File: src/rtl/tsc_pkg.sv
`timescale 1ns/1ps
package tsc_pkg;
    localparam int MAX_CH      = 4;
    localparam int REG_STATUS  = 0;
    localparam int REG_IEN     = 1;
    localparam int BANK_BASE   = 16;
    localparam int BANK_SPAN   = 8;
    localparam int FLAG_TOP    = 7;

    typedef struct packed {
        logic [7:0] year;
        logic [4:0] month;
        logic [5:0] day;
        logic [5:0] hour;
        logic [6:0] minute;
        logic [6:0] second;
    } stamp_t;

    typedef enum logic [1:0] {
        CH_OFF   = 2'd0,
        CH_ARMED = 2'd1,
        CH_HELD  = 2'd2
    } ch_state_e;

    function automatic logic [7:0] bank_byte(input stamp_t s, input logic mode,
                                             input logic dis, input int unsigned idx);
        logic [7:0] b;
        b = 8'h00;
        case (idx)
            0: b = {mode, dis, 6'b0};
            1: b = {1'b0, s.second};
            2: b = {1'b0, s.minute};
            3: b = {2'b0, s.hour};
            4: b = {2'b0, s.day};
            5: b = {3'b0, s.month};
            6: b = s.year;
            default: b = 8'h00;
        endcase
        return b;
    endfunction
endpackage

File: src/rtl/tsc_sync.sv
`timescale 1ns/1ps
module tsc_sync #(
    parameter int STAGES = 2
) (
    input  logic clk,
    input  logic rst_n,
    input  logic pin_n,
    output logic fall
);
    localparam int DEPTH = STAGES + 1;

    logic [DEPTH-1:0] shift_q;

    always_ff @(posedge clk or negedge rst_n) begin
        if (!rst_n) begin
            shift_q <= '1;
        end else begin
            shift_q <= {shift_q[DEPTH-2:0], pin_n};
        end
    end

    // previous synchronized level high, current low
    assign fall = shift_q[DEPTH-1] & ~shift_q[DEPTH-2];

    AST_FALL_SINGLE: assert property (@(posedge clk) disable iff (!rst_n)
        fall |=> !fall);
endmodule

File: src/rtl/tsc_channel.sv
`timescale 1ns/1ps
module tsc_channel
    import tsc_pkg::*;
(
    input  logic   clk,
    input  logic   rst_n,
    input  logic   fall,
    input  logic   ctrl_we,
    input  logic   ctrl_mode_wd,
    input  logic   ctrl_dis_wd,
    input  logic   clr,
    input  stamp_t now,
    output logic   flag,
    output logic   mode,
    output logic   dis,
    output stamp_t stamp
);
    ch_state_e st_q, st_d;
    logic      mode_q, dis_q;
    stamp_t    stamp_q;
    logic      accept;
    logic      cap;

    assign accept = fall & ~dis_q;

    // next state and capture strobe
    always_comb begin
        st_d = st_q;
        cap  = 1'b0;
        unique case (st_q)
            CH_OFF: begin
                if (accept) begin
                    cap  = 1'b1;
                    st_d = CH_HELD;
                end else if (!dis_q) begin
                    st_d = CH_ARMED;
                end
            end
            CH_ARMED: begin
                if (accept) begin
                    cap  = 1'b1;
                    st_d = CH_HELD;
                end else if (dis_q) begin
                    st_d = CH_OFF;
                end
            end
            CH_HELD: begin
                if (accept && (mode_q || clr)) begin
                    cap  = 1'b1;
                end else if (clr && !accept) begin
                    st_d = dis_q ? CH_OFF : CH_ARMED;
                end
            end
            default: st_d = CH_OFF;
        endcase
    end

    // state register
    always_ff @(posedge clk or negedge rst_n) begin
        if (!rst_n) begin
            st_q <= CH_OFF;
        end else begin
            st_q <= st_d;
        end
    end

    // control and stamp storage
    always_ff @(posedge clk or negedge rst_n) begin
        if (!rst_n) begin
            mode_q  <= 1'b0;
            dis_q   <= 1'b0;
            stamp_q <= '0;
        end else begin
            if (ctrl_we) begin
                mode_q <= ctrl_mode_wd;
                dis_q  <= ctrl_dis_wd;
            end
            if (cap) begin
                stamp_q <= now;
            end
        end
    end

    // outputs
    always_comb begin
        flag  = (st_q == CH_HELD);
        mode  = mode_q;
        dis   = dis_q;
        stamp = stamp_q;
    end

    AST_EDGE_SETS_FLAG: assert property (@(posedge clk) disable iff (!rst_n)
        (fall && !dis_q) |=> flag);

    AST_FIRST_EVENT_KEPT: assert property (@(posedge clk) disable iff (!rst_n)
        (flag && !mode_q && !clr) |=> $stable(stamp_q));

    AST_DISABLED_NO_FLAG: assert property (@(posedge clk) disable iff (!rst_n)
        (dis_q && !flag) |=> !flag);

    AST_CLEAR_DROPS_FLAG: assert property (@(posedge clk) disable iff (!rst_n)
        (flag && clr && !fall) |=> !flag);
endmodule

File: src/rtl/tsc_regs.sv
`timescale 1ns/1ps
module tsc_regs
    import tsc_pkg::*;
#(
    parameter int NCH    = 4,
    parameter int ADDR_W = 6
) (
    input  logic              clk,
    input  logic              rst_n,
    input  logic              wr,
    input  logic [ADDR_W-1:0] addr,
    input  logic [7:0]        wdata,
    output logic [7:0]        rdata,
    input  logic [NCH-1:0]    flags,
    input  logic [NCH-1:0]    modes,
    input  logic [NCH-1:0]    diss,
    input  stamp_t            stamps [NCH],
    output logic [NCH-1:0]    ctrl_we,
    output logic [NCH-1:0]    clr,
    output logic              irq_n
);
    logic [NCH-1:0] ien_q;
    logic           hit_status, hit_ien;

    assign hit_status = (addr == ADDR_W'(REG_STATUS));
    assign hit_ien    = (addr == ADDR_W'(REG_IEN));

    genvar g;
    generate
        for (g = 0; g < NCH; g++) begin : g_dec
            assign ctrl_we[g] = wr && (addr == ADDR_W'(BANK_BASE + g * BANK_SPAN));
            assign clr[g]     = wr && hit_status && !wdata[FLAG_TOP - g];
        end
    endgenerate

    always_ff @(posedge clk or negedge rst_n) begin
        if (!rst_n) begin
            ien_q <= '0;
        end else if (wr && hit_ien) begin
            for (int c = 0; c < NCH; c++) begin
                ien_q[c] <= wdata[FLAG_TOP - c];
            end
        end
    end

    always_comb begin
        rdata = 8'h00;
        if (hit_status) begin
            for (int c = 0; c < NCH; c++) begin
                rdata[FLAG_TOP - c] = flags[c];
            end
        end else if (hit_ien) begin
            for (int c = 0; c < NCH; c++) begin
                rdata[FLAG_TOP - c] = ien_q[c];
            end
        end else begin
            for (int c = 0; c < NCH; c++) begin
                for (int b = 0; b < BANK_SPAN; b++) begin
                    if (addr == ADDR_W'(BANK_BASE + c * BANK_SPAN + b)) begin
                        rdata = bank_byte(stamps[c], modes[c], diss[c], b);
                    end
                end
            end
        end
    end

    assign irq_n = ~|(flags & ien_q);

    AST_IEN_OFF_QUIET: assert property (@(posedge clk) disable iff (!rst_n)
        (wr && hit_ien && (wdata[7:4] == 4'h0)) |=> irq_n);
endmodule

File: src/rtl/tamper_capture.sv
`timescale 1ns/1ps
module tamper_capture
    import tsc_pkg::*;
#(
    parameter int NCH         = 4,
    parameter int ADDR_W      = 6,
    parameter int SYNC_STAGES = 2
) (
    input  logic              clk,
    input  logic              rst_n,
    input  logic [NCH-1:0]    tamper_n,
    input  logic [6:0]        t_sec,
    input  logic [6:0]        t_min,
    input  logic [5:0]        t_hour,
    input  logic [5:0]        t_day,
    input  logic [4:0]        t_month,
    input  logic [7:0]        t_year,
    input  logic              reg_wr,
    input  logic [ADDR_W-1:0] reg_addr,
    input  logic [7:0]        reg_wdata,
    output logic [7:0]        reg_rdata,
    output logic              irq_n
);
    localparam int LAST_ADDR = BANK_BASE + NCH * BANK_SPAN - 1;

    stamp_t         now;
    stamp_t         stamps [NCH];
    logic [NCH-1:0] falls, flags, modes, diss, ctrl_we, clr;

    always_comb begin
        now.second = t_sec;
        now.minute = t_min;
        now.hour   = t_hour;
        now.day    = t_day;
        now.month  = t_month;
        now.year   = t_year;
    end

    genvar g;
    generate
        for (g = 0; g < NCH; g++) begin : g_ch
            tsc_sync #(.STAGES(SYNC_STAGES)) u_sync (
                .clk   (clk),
                .rst_n (rst_n),
                .pin_n (tamper_n[g]),
                .fall  (falls[g])
            );
            tsc_channel u_chan (
                .clk          (clk),
                .rst_n        (rst_n),
                .fall         (falls[g]),
                .ctrl_we      (ctrl_we[g]),
                .ctrl_mode_wd (reg_wdata[7]),
                .ctrl_dis_wd  (reg_wdata[6]),
                .clr          (clr[g]),
                .now          (now),
                .flag         (flags[g]),
                .mode         (modes[g]),
                .dis          (diss[g]),
                .stamp        (stamps[g])
            );
        end
    endgenerate

    tsc_regs #(.NCH(NCH), .ADDR_W(ADDR_W)) u_regs (
        .clk     (clk),
        .rst_n   (rst_n),
        .wr      (reg_wr),
        .addr    (reg_addr),
        .wdata   (reg_wdata),
        .rdata   (reg_rdata),
        .flags   (flags),
        .modes   (modes),
        .diss    (diss),
        .stamps  (stamps),
        .ctrl_we (ctrl_we),
        .clr     (clr),
        .irq_n   (irq_n)
    );

    initial begin
        AST_MAP_FITS: assert (LAST_ADDR < (1 << ADDR_W) && NCH <= MAX_CH);
    end

    AST_CLEAR_ALL_RELEASES: assert property (@(posedge clk) disable iff (!rst_n)
        (reg_wr && reg_addr == ADDR_W'(REG_STATUS) && reg_wdata[7:4] == 4'h0 && falls == '0)
        |=> irq_n);
endmodule

File: config.mk
export PLATFORM = sky130hd
export DESIGN_NAME = tamper_capture
export DESIGN_NICKNAME = d
export VERILOG_FILES = /design/src/rtl/tsc_pkg.sv /design/src/rtl/tsc_sync.sv /design/src/rtl/tsc_channel.sv /design/src/rtl/tsc_regs.sv /design/src/rtl/tamper_capture.sv
export SDC_FILE = /design/constraint.sdc
export NUM_CORES = 1
export LEC_CHECK = 0
export ABC_CLOCK_PERIOD_IN_PS = 3470
export BUFFER_PORTS_ARGS = -buffer_cell sky130_fd_sc_hd__clkbuf_2
export CORE_MARGIN = 2
export CORE_UTILIZATION = 45
export DETAILED_ROUTE_END_ITERATION = 10
export HOLD_SLACK_MARGIN = 0.08
export PLACE_DENSITY = 0.63
export SLEW_MARGIN = 20
export SYNTH_ARGS = -nofsm -noshare
export SYNTH_HDL_FRONTEND = slang
export SYNTH_SLANG_ARGS = --single-unit
File: constraint.sdc
create_clock -name clk -period 3.47 [get_ports clk]
set_clock_uncertainty 0.2 [all_clocks]
set_input_delay 0.5205 -clock clk [delete_from_list [all_inputs] [get_ports clk]]
set_output_delay 0.5205 -clock clk [all_outputs]
set_load 0.005 [all_outputs]
Word level (Yosys, flattened, before mapping)
Cells that the tools add are included.

word-level totals
  register bits = 188
  input port bits = 60
  output and inout bits = 9
  logic and storage cells = 240

operators by class
  eq/ne operators = 57
  muxes and demuxes = 80
  bitwise logic cells = 17
  reduce and logical (&&, ||, !) cells = 45

operators with widths
  operator            count
  $mux 8              32
  $eq 6x5->1 const B  16
  $eq 6x6->1 const B  16
  $mux 2              24
  $pmux 2 s3          4
  $logic_and 1x1->1   18
  $mux 4              4
  $ne 2x2->1 const B  8
  $reduce_and 4->1    4
  $mux 1              12
  $ne 3x1->1 const B  4
  $ne 3x3->1 const B  4
  $logic_not 1->1     9
  $and 1x1->1         8
  $eq 2x1->1 const B  4
  $eq 2x2->1 const B  4
  $logic_not 2->1     4
  $not 1->1           8
  $pmux 1 s2          4
  $reduce_or 2->1     4
  $eq 6x1->1 const B  1
  $logic_not 6->1     1
  $and 4x4->4         1
  $logic_or 1x1->1    4
  $reduce_or 4->1     1

Depth between registers and ports, before layout
Gate-level depths: netlist of run 1.

  depth after elaboration = 35
  gate-level depth with buffers = 9
  mapped depth without buffers = 6

By module
A second synthesis of run 1 with hierarchy kept.

second synthesis, totals
  cell total of the unflattened synthesis = 802
  area, all modules = 9736.8 sq um

by module, submodules not included
  module       instances  cells each  area each (sq um)  sequential area each (sq um)
  tsc_channel  4          96          1696.6             1076.0
  tsc_regs     1          402         2580.0             100.1
  tsc_sync     4          4           92.6               78.8

Worst setup path after synthesis of run 1
OpenSTA, ideal clock, no wires.

  path type = in2out
  start point = input reg_addr[5]
  end point = output reg_rdata[4]
  arrival = 2135 ps
  data required time = 2749 ps
  path slack = 614 ps
  stages = 7
  buffers on the path = 2
  cell sequence = clkbuf_1 > or4b_2 > clkbuf_1 > nor2_1 > a221oi_1 > a221oi_1 > o21ai_0

between the ends
  longest elaborated chain between the ends = 34
  elaborated cells between the ends (all ways) = 66
  classes of those cells = eq/ne: 32; mux: 33; reduce/logical: 1

RTL lines
  element                RTL line              RTL
  start: declaration     tamper_capture.sv:19  input logic [ADDR_W-1:0] reg_addr,
  $eq 6x5->1             tsc_regs.sv:59        if (addr == ADDR_W'(BANK_BASE + c * BANK_SPAN + b)) begin
  $mux 8 (31 in series)  tsc_regs.sv:59
  $mux 4                 tsc_regs.sv:52        end else if (hit_ien) begin
  $mux 4 *               tsc_regs.sv:48        if (hit_status) begin
  end: declaration       tamper_capture.sv:21  output logic [7:0] reg_rdata,

Mark *: on every way between the ends. The rest lies on a longest branch, timed or not.

Final worst setup path of run 1
  start point = input reg_addr[4]
  end point = output reg_rdata[1]

Same word-level chain as after synthesis.

==> flow_metrics.env, run 1 <==
export IMPL_outcome="finished, final reports clean"
export IMPL_synth_top_area_cell="dfrtp_1"
export IMPL_reg2reg_from="g_ch[2].u_sync.shift_q[1]"
export IMPL_cts_buffers_inserted=17
export IMPL_finalPower_mw=7.967
export IMPL_grt_max_degree=88
export IMPL_cap_violations=0
export IMPL_via_per_inst=6.180
export IMPL_dpl_cell_area_um2=10270
export IMPL_finalHoldViolCount=0
export IMPL_core_um2=20230
export IMPL_place_worst_setup_slack_ns=0.1202
export IMPL_pwr_share_seq_pct=48.4
export IMPL_post_cts_buffers=0
export IMPL_synth_area_top_cells="dfrtp_1, mux2_2, dfstp_2"
export IMPL_antenna_cells=0
export IMPL_internal_power_mw=5.645
export IMPL_gp_congestion=0.9992
export IMPL_ys_flop_type="dfrtp_1"
export IMPL_reg2reg_to="g_ch[2].u_chan.stamp[24]"
export IMPL_wl_per_cell_um=23.37
export IMPL_avgSynthCellArea_um2=11.86
export IMPL_dieArea_um2=21770
export IMPL_worst_pin_slew_ns=0.7324
export IMPL_synth_fp_nets=842
export IMPL_p_clk_share_pct=26.2
export IMPL_fin_ws_ns=0.04174
export IMPL_h_tree_depth=4
export IMPL_synth_seq_cells=188
export IMPL_drt_antenna_violating_nets=0
export IMPL_power_density_nw_per_um2=727.5
export IMPL_post_route_period_util_pct=98.80
export IMPL_layout_cell_area_non_filler_um2=10950
export IMPL_slew_headroom_pct=51.17
export IMPL_setup_viol=0
export IMPL_worstPathArrival_ns=2.71
export IMPL_reg2reg_depth=5
export IMPL_reg2reg_slack_ns=1.64
export IMPL_synth_common_cells="dfrtp_1, mux2_2, a21oi_1, nor2_1, o21ai_0"
export IMPL_netlist_instances=782
export IMPL_num_rows=52
export IMPL_fmax_mhz=291.7
export IMPL_cts_tree="built"
export IMPL_async_flop_share_pct=100.0
export IMPL_worstSetupPathType="in2out"
export IMPL_cp_endpoint="reg_rdata[1]"
export IMPL_detailroute_via_count=7175
export IMPL_whs_path_depth=0
export IMPL_drt_iter0_drc=676
export IMPL_routed_wl_mm=27.13
export IMPL_ys_warn_count=0
export IMPL_cts_sink_count=188
export IMPL_dp_hpwl_mm=18.97
export IMPL_area_growth_pct=18.12
export IMPL_worst_ep_required_time_ns=2.75
export IMPL_synthDistinctLibCells=62
export IMPL_synth_top_area_share_pct=47.50
export IMPL_cp_max_fo=10
export IMPL_grt_pass1_wl_mm=43.20
export IMPL_rsz0062_at_grt="no"
export IMPL_swShare_pct=29.15
export IMPL_yosysSeqAreaShare_pct=50.90
export IMPL_switchingPower_mw=2.323
export IMPL_grt_overflow_total=0
export IMPL_cts_root_buf="clkbuf_16"
export IMPL_initial_core_util_pct=45.82
export IMPL_slew_viol_final=0
export IMPL_antenna_found_initial=0
export IMPL_fin_crit_ns=3.428
export IMPL_nets=939
export IMPL_fin_hold_ws_ns=0.1549
export IMPL_synth_area_um2=9271
export IMPL_cts_reportedPaths_clkPinSlew_ns=0.07
export IMPL_clock_latency_ns=0.43
export IMPL_p_comb_share_pct=25.4
export IMPL_peakVddDrop_mv=0.4017
export IMPL_fp_dieH_um=147.5
export IMPL_grt_use_total_pct=26.06
export IMPL_min_path_type="reg2reg"
export IMPL_die_w_um=147.5
export IMPL_dr_pass1_iters=5
export IMPL_worst_setup_path_end_kind="output port"
export IMPL_portBuffers=64
export IMPL_startpoint="reg_addr[4]"
export IMPL_setup_tns_ns=0
export IMPL_grt_pass1_vias=7536
export IMPL_synth_edf_count=0
export IMPL_drc=0
export IMPL_startpoint_type="primary input"
export IMPL_drive_gt1_share_pct=39.84
export IMPL_synth_most_common_cell="dfrtp_1"
export IMPL_ios=69
export IMPL_p_leak_nw=4.723
export IMPL_max_clock_path_buffers=2
## layer usage
layer | vias up | global-route usage, % | part of all wire, %
met3 | 71 | 5.556 | 7.5
met5 | - | 0 | 0
met2 | 351 | 41.23 | 47
met4 | 0 | 10.10 | 3.5
met1 | 3656 | 35.32 | 42
li1 | 3097 | - | -
## critical path, stage by stage
cell	delay, ns
clkbuf_2	0.22
or4b_2	0.75
nor3_1	0.47
o32ai_1	0.17
o2111ai_1	0.12
a31oi_1	0.11
nor2_1	0.19
clkbuf_2	0.16
## how the worst min path moves through the flow
stage                           endpoint                 startpoint  slack, ns
2_1_floorplan         g_ch[0].u_chan.dis                      rst_n       0.02
3_3_place_gp   g_ch[1].u_sync.shift_q[1]  g_ch[1].u_sync.shift_q[0]       0.15
3_5_place_dp   g_ch[0].u_sync.shift_q[1]  g_ch[0].u_sync.shift_q[0]       0.15
4_1_cts          g_ch[0].u_chan.stamp[9]                   t_min[2]       0.16
5_1_grt          g_ch[0].u_chan.stamp[3]                   t_sec[3]       0.16
6_report       g_ch[1].u_sync.shift_q[1]  g_ch[1].u_sync.shift_q[0]       0.15
## metrics by stage
stage	cells	util [%]
after floorplan	782	-
final	1161	54.12
after CTS	1161	54.12
after global routing	1161	54.12
after detailed placement	1125	50.77
after global placement	1125	50.77
## cells in the final DEF (no fill, tap or decap), drive strengths merged, types with 5 or more instances in the layout
master / count
a211oi: 12
a21o: 5
a21oi: 45
a221oi: 11
a22oi: 9
a31oi: 6
buf: 64
clkbuf: 82
dfrtp: 176
dfstp: 12
dlygate4sd3: 5
inv: 12
mux2: 174
mux2i: 12
nand2: 28
nand2b: 11
nand3: 7
nand3b: 7
nor2: 45
nor2b: 11
nor3: 13
o21a: 5
o21ai: 38
o221ai: 9
o22ai: 13
or3: 6
## kinds of logic after synthesis
family,synth area share [%]
AOI/OAI and AO/OA,13.50
buffers and inverters,3.131
DFF,50.90
muxes,23.24
and+or+nand+nor,9.231
## timing repair
item,in CTS,in global routing
hold endpoints to repair,76,0
setup endpoints to repair,0,0
gates resized for setup,0,0
hold buffers,5,0
## power groups by stage
stage	Sequential, mW	Combinational [mW]	Clock (mW)
after global routing	3.98	2.20	2.22
after detailed placement	3.87	2.02	0
after CTS	3.85	2.04	2.13
after global placement	3.83	1.94	0
final	3.86	2.02	2.09
after floorplan	3.60	1.54	0
## flip-flops by register name, indices dropped and copies added, names as in the netlist
register             count
g_ch.u_chan.dis          4
g_ch.u_chan.st_q         8
g_ch.u_chan.stamp      156
g_ch.u_sync.shift_q     12
g_ch.u_chan.mode         4
u_regs.ien_q             4
## layout make-up
cell class,count,area (µm²)
fill,1764,9283
sequential,188,4720
multi-input combinational,531,4268
timing repair buffer,132,964.7
clock buffer,19,442.9
tap,270,337.8
clock inverter,12,185.2
inverter,9,33.78
(Power assumes the default switching activity.)
==> run 2, diff against run 1 <==
--- a/config.mk
+++ b/config.mk
@@ -6,10 +6,11 @@
 export NUM_CORES = 1
 export LEC_CHECK = 0
 export ABC_CLOCK_PERIOD_IN_PS = 3470
-export BUFFER_PORTS_ARGS = -buffer_cell sky130_fd_sc_hd__clkbuf_2
+export BUFFER_PORTS_ARGS = -buffer_cell sky130_fd_sc_hd__buf_2
 export CORE_MARGIN = 2
 export CORE_UTILIZATION = 45
 export DETAILED_ROUTE_END_ITERATION = 10
+export GPL_ROUTABILITY_DRIVEN = 0
 export HOLD_SLACK_MARGIN = 0.08
 export PLACE_DENSITY = 0.63
 export SLEW_MARGIN = 20
==> flow_metrics.env, run 2 (synthesis gave the netlist of run 1 again) <==
export IMPL_power_density_nw_per_um2=738.3
export IMPL_cts_root_buf="clkbuf_16"
export IMPL_reg2reg_to="g_ch[3].u_chan.stamp[23]"
export IMPL_reg2reg_depth=5
export IMPL_grt_pass1_wl_mm=42.28
export IMPL_fin_crit_ns=3.386
export IMPL_fmax_mhz=295.4
export IMPL_worst_setup_path_end_kind="output port"
export IMPL_min_path_type="in2reg"
export IMPL_initial_core_util_pct=45.82
export IMPL_via_per_inst=6.121
export IMPL_worst_ep_required_time_ns=2.75
export IMPL_worstSetupPathType="in2out"
export IMPL_cts_tree="built"
export IMPL_drc=0
export IMPL_cp_max_fo=14
export IMPL_die_w_um=147.5
export IMPL_startpoint_type="primary input"
export IMPL_peakVddDrop_mv=0.3896
export IMPL_portBuffers=64
export IMPL_final_common_cell="dfrtp_1"
export IMPL_grt_overflow_total=0
export IMPL_dp_hpwl_mm=18.68
export IMPL_num_rows=52
export IMPL_routed_wl_mm=27.05
export IMPL_worstPathArrival_ns=2.67
export IMPL_final_cell_mix="dfrtp_1, mux2_2, buf_2"
export IMPL_multi_input_area_um2=4268
export IMPL_grt_use_total_pct=25.55
export IMPL_ios=69
export IMPL_grt_max_degree=82
export IMPL_nets=932
export IMPL_cp_endpoint="reg_rdata[3]"
export IMPL_cts_sink_count=188
export IMPL_fp_dieH_um=147.5
export IMPL_finalHoldViolCount=0
export IMPL_p_leak_nw=4.695
export IMPL_setup_tns_ns=0
export IMPL_clock_latency_ns=0.44
export IMPL_antenna_found_initial=0
export IMPL_dieArea_um2=21770
export IMPL_slew_headroom_pct=51.19
export IMPL_finalPower_mw=8.033
export IMPL_largest_register_ffs=156
export IMPL_grt_pass1_vias=7488
export IMPL_slew_viol_final=0
export IMPL_cts_reportedPaths_clkPinSlew_ns=0.07
export IMPL_cts_buffers_inserted=17
export IMPL_setup_viol=0
export IMPL_outcome="finished, final reports clean"
export IMPL_core_um2=20230
export IMPL_reg2reg_from="g_ch[3].u_sync.shift_q[1]"
export IMPL_drt_iter0_drc=666
export IMPL_startpoint="reg_addr[5]"
export IMPL_post_route_period_util_pct=97.57
export IMPL_max_clock_path_buffers=2
export IMPL_seqCellArea_um2=4720
export IMPL_wl_per_cell_um=23.42
export IMPL_worst_pin_slew_ns=0.7223
export IMPL_detailroute_via_count=7070
export IMPL_fin_util_pct=53.77
export IMPL_rsz0062_at_grt="no"
export IMPL_reg2reg_slack_ns=1.64
export IMPL_cap_violations=0
export IMPL_area_growth_pct=17.35
export IMPL_h_tree_depth=4
export IMPL_antenna_cells=0
export IMPL_drt_antenna_violating_nets=0
export IMPL_dr_pass1_iters=7
export IMPL_drive_gt1_share_pct=39.55
export IMPL_nFillCells=1714
## run 2: metal layers
layer	global-route usage (%)	vias up	wire, µm
met5	0	-	0
met4	12.12	0	1062
met3	5.401	76	1913
met2	39.93	284	12600
met1	34.14	3604	11480
li1	-	3106	-
## run 2: layout make-up
class                   count  area share [%]
clock buffers              17           3.910
clock inverters            15           2.035
flip-flops and latches    188           43.38
inverters                   9          0.3105
multi-input cells         531           39.23
well taps                 270           3.105
repair buffers            125           8.038
## run 2: worst min-delay path by stage
stage                              startpoint                        end  slack (ns)  depth (start not counted)
global route                        t_hour[2]   g_ch[1].u_chan.stamp[16]        0.15                          2
floorplan                               rst_n         g_ch[0].u_chan.dis        0.02                          0
CTS                                  t_day[0]   g_ch[3].u_chan.stamp[20]        0.14                          2
finish                              t_hour[2]   g_ch[1].u_chan.stamp[16]        0.15                          2
global placement    g_ch[1].u_sync.shift_q[0]  g_ch[1].u_sync.shift_q[1]        0.15                          0
detailed placement  g_ch[2].u_sync.shift_q[0]  g_ch[2].u_sync.shift_q[1]        0.15                          0
## run 2: critical path: stages
cell      delay, ns
buf_2          0.19
buf_4          0.19
nor4bb_1       0.64
o221ai_1       0.26
o31a_1         0.16
o21ai_0        0.15
o21ai_0        0.13
a31oi_1        0.27
buf_2          0.16
## run 2: what timing repair did
item,4_1_cts,5_1_grt
endpoints found under the hold margin,72,0
hold buffers,5,0
resized for setup,0,0
buffers inserted,0,0
## run 2: through the flow
stage / instance area (µm²) / std cells / hold slack (ns) / setup slack [ns]
3_5_place_dp: 10180 / 1118 / 0.1488 / 0.1599
2_1_floorplan: 9271 / 782 / 0.02491 / 0.6144
4_1_cts: 10880 / 1155 / 0.1372 / 0.1570
5_1_grt: 10880 / 1155 / 0.1475 / 0.006416
6_report: 10880 / 1155 / 0.1512 / 0.08427
3_3_place_gp: 10180 / 1118 / 0.1464 / 0.1710
## run 2: where the power goes
group	switching (mW)	internal, mW
sequential	0.663	3.20
combinational	0.807	1.20
clock	0.928	1.23
==> run 3, diff against run 2 <==
--- a/config.mk
+++ b/config.mk
@@ -8,11 +8,12 @@
 export ABC_CLOCK_PERIOD_IN_PS = 3470
 export BUFFER_PORTS_ARGS = -buffer_cell sky130_fd_sc_hd__buf_2
 export CORE_MARGIN = 2
-export CORE_UTILIZATION = 45
+export CORE_UTILIZATION = 35
 export DETAILED_ROUTE_END_ITERATION = 10
 export GPL_ROUTABILITY_DRIVEN = 0
 export HOLD_SLACK_MARGIN = 0.08
-export PLACE_DENSITY = 0.63
+export PLACE_DENSITY = 0.51
+export REMOVE_ABC_BUFFERS = 1
 export SLEW_MARGIN = 20
 export SYNTH_ARGS = -nofsm -noshare
 export SYNTH_HDL_FRONTEND = slang
==> flow_metrics.env, run 3 (synthesis gave the netlist of run 1 again) <==
export IMPL_crit_chain="buf_2 -> or4b_2 -> o31a_1 -> o21ai_0 -> o21ai_0 -> a31oi_1 -> buf_2"
export IMPL_dieArea_um2=27810
export IMPL_core_um2=26060
export IMPL_fmax_mhz=298.1
export IMPL_reg2reg_to="g_ch[0].u_chan.stamp[20]"
export IMPL_largest_register_ffs=156
export IMPL_pwr_share_seq_pct=49.5
export IMPL_critPathBufInv=2
export IMPL_area_growth_pct=18.34
export IMPL_ios=69
export IMPL_cts_sink_count=188
export IMPL_post_cts_buffers=0
export IMPL_die_w_um=166.8
export IMPL_setup_viol=0
export IMPL_worstHoldStart="g_ch[3].u_sync.shift_q[0]"
export IMPL_place_inst=1193
export IMPL_nets=942
export IMPL_p_clk_share_pct=24.7
export IMPL_peakVddDrop_mv=0.3044
export IMPL_grt_pass1_wl_mm=42.85
export IMPL_worst_setup_path_end_kind="output port"
export IMPL_portBuffers=64
export IMPL_cts_tree="built"
export IMPL_max_clock_path_buffers=2
export IMPL_grt_max_degree=78
export IMPL_antenna_cells=0
export IMPL_cp_top_family="compound AO/OA/AOI/OAI gates"
export IMPL_fp_dieH_um=166.8
export IMPL_initial_core_util_pct=35.58
export IMPL_worstSetupPathType="in2out"
export IMPL_hold_buffers=5
export IMPL_finalHoldViolCount=0
export IMPL_reg2reg_from="g_ch[0].u_sync.shift_q[1]"
export IMPL_worst_ep_required_time_ns=2.75
export IMPL_grt_use_total_pct=20.29
export IMPL_slew_viol_final=0
export IMPL_grt_overflow_total=0
export IMPL_slew_headroom_pct=57.88
export IMPL_cap_violations=0
export IMPL_power_density_nw_per_um2=707.2
export IMPL_p_leak_nw=4.702
export IMPL_setup_tns_ns=0
export IMPL_h_tree_depth=4
export IMPL_rsz0062_at_grt="no"
export IMPL_min_path_type="reg2reg"
export IMPL_drive_gt1_share_pct=40.11
export IMPL_dp_hpwl_mm=19.84
export IMPL_startpoint="reg_addr[4]"
export IMPL_fin_crit_ns=3.354
export IMPL_internal_power_mw=5.418
export IMPL_grt_pass1_vias=6900
export IMPL_worst_pin_slew_ns=0.6317
export IMPL_antenna_found_initial=0
export IMPL_cts_root_buf="clkbuf_16"
export IMPL_fin_cells=1230
export IMPL_reg2reg_slack_ns=1.62
export IMPL_reg2reg_depth=5
export IMPL_final_common_cell="dfrtp_1"
export IMPL_routed_wl_mm=28.07
export IMPL_min_to="g_ch[3].u_sync.shift_q[1]"
export IMPL_slowest_stage="or4b_2"
export IMPL_detailroute_via_count=6904
export IMPL_clock_latency_ns=0.44
export IMPL_cts_reportedPaths_clkPinSlew_ns=0.07
export IMPL_max_stage_delay_ns=0.76
export IMPL_final_cell_mix="dfrtp_1, mux2_2, buf_2"
export IMPL_cp_max_fo=14
export IMPL_startpoint_type="primary input"
export IMPL_swShare_pct=30.17
export IMPL_cts_resized=0
export IMPL_worstPathArrival_ns=2.63
export IMPL_via_per_inst=5.613
export IMPL_drc=0
export IMPL_drt_iter0_drc=532
export IMPL_drt_antenna_violating_nets=0
export IMPL_num_rows=59
export IMPL_switchingPower_mw=2.341
export IMPL_wl_per_cell_um=22.82
export IMPL_dr_pass1_iters=7
export IMPL_outcome="finished, final reports clean"
export IMPL_post_route_period_util_pct=96.67
export IMPL_cts_buffers_inserted=17
export IMPL_fin_hold_ws_ns=0.1566
export IMPL_p_comb_share_pct=25.7
export IMPL_whs_path_depth=0
[run 3: cell count changes in the layout (fill, tap and decap cells not counted), moves of 3 or more]
cell	before	now
buf_4	50	60
bufinv_16	4	1
clkinv_2	0	3
clkinv_4	3	0
clkinvlp_4	0	4
inv_6	6	2
[run 3: power by group through the flow]
| stage | Sequential (mW) | Clock (mW) | Combinational [mW] |
|---|---|---|---|
| floorplan | 3.60 | 0 | 1.48 |
| global placement | 3.85 | 0 | 1.97 |
| detailed placement | 3.86 | 0 | 2.01 |
| CTS | 3.83 | 1.97 | 2.02 |
| global route | 3.95 | 2.06 | 2.17 |
| finish | 3.84 | 1.92 | 2.00 |
[run 3: worst register-to-register path: cells and delay by family (launching register included)]
kind | cells | cell delay [ns]
AOI/OAI and AO/OA | 1 | 0.11
and+or+nand+nor | 2 | 0.13
buffers and inverters | 1 | 0.34
DFF | 1 | 0.55
muxes | 1 | 0.41
[run 3: worst max-delay path by stage]
| stage | end | slack [ns] | depth (start not counted) |
|---|---|---|---|
| 2_1_floorplan | g_ch[2].u_chan.stamp[0] | 0.36 | 6 |
| 3_3_place_gp | reg_rdata[4] | 0.1 | 9 |
| 3_5_place_dp | reg_rdata[3] | 0.13 | 7 |
| 4_1_cts | reg_rdata[4] | 0.13 | 8 |
| 5_1_grt | reg_rdata[4] | 0.002 | 9 |
| 6_report | reg_rdata[3] | 0.12 | 7 |
[run 3: layout make-up]
type                    count  area (µm²)
inverters                   9       33.78
clock buffers              18       429.2
multi-input cells         531        4268
repair buffers            135       964.7
fillers                  2581       15090
well taps                 335       419.2
clock inverters            14       137.6
flip-flops and latches    188        4720
[run 3: per-layer routing]
metal / up-vias / GRT usage, % / part of all wire (%)
met4: 0 / 5.322 / 1.8
met2: 212 / 31.80 / 46
met5: - / 0 / 0
met1: 3534 / 28.62 / 46
met3: 39 / 4.325 / 5.5
li1: 3119 / - / -
[run 3: stage by stage]
| step | utilization, % | worst slack, ns | area [µm²] | power (mW) |
|---|---|---|---|---|
| after floorplan | - | 0.3616 | 9015 | 5.085 |
| after global placement | 39.74 | 0.09631 | 10350 | 5.815 |
| after detailed placement | 39.74 | 0.1321 | 10350 | 5.876 |
| after CTS | 42.10 | 0.1269 | 10970 | 7.825 |
| after global routing | 42.10 | 0.001502 | 10970 | 8.187 |
| final | 42.10 | 0.1156 | 10970 | 7.759 |
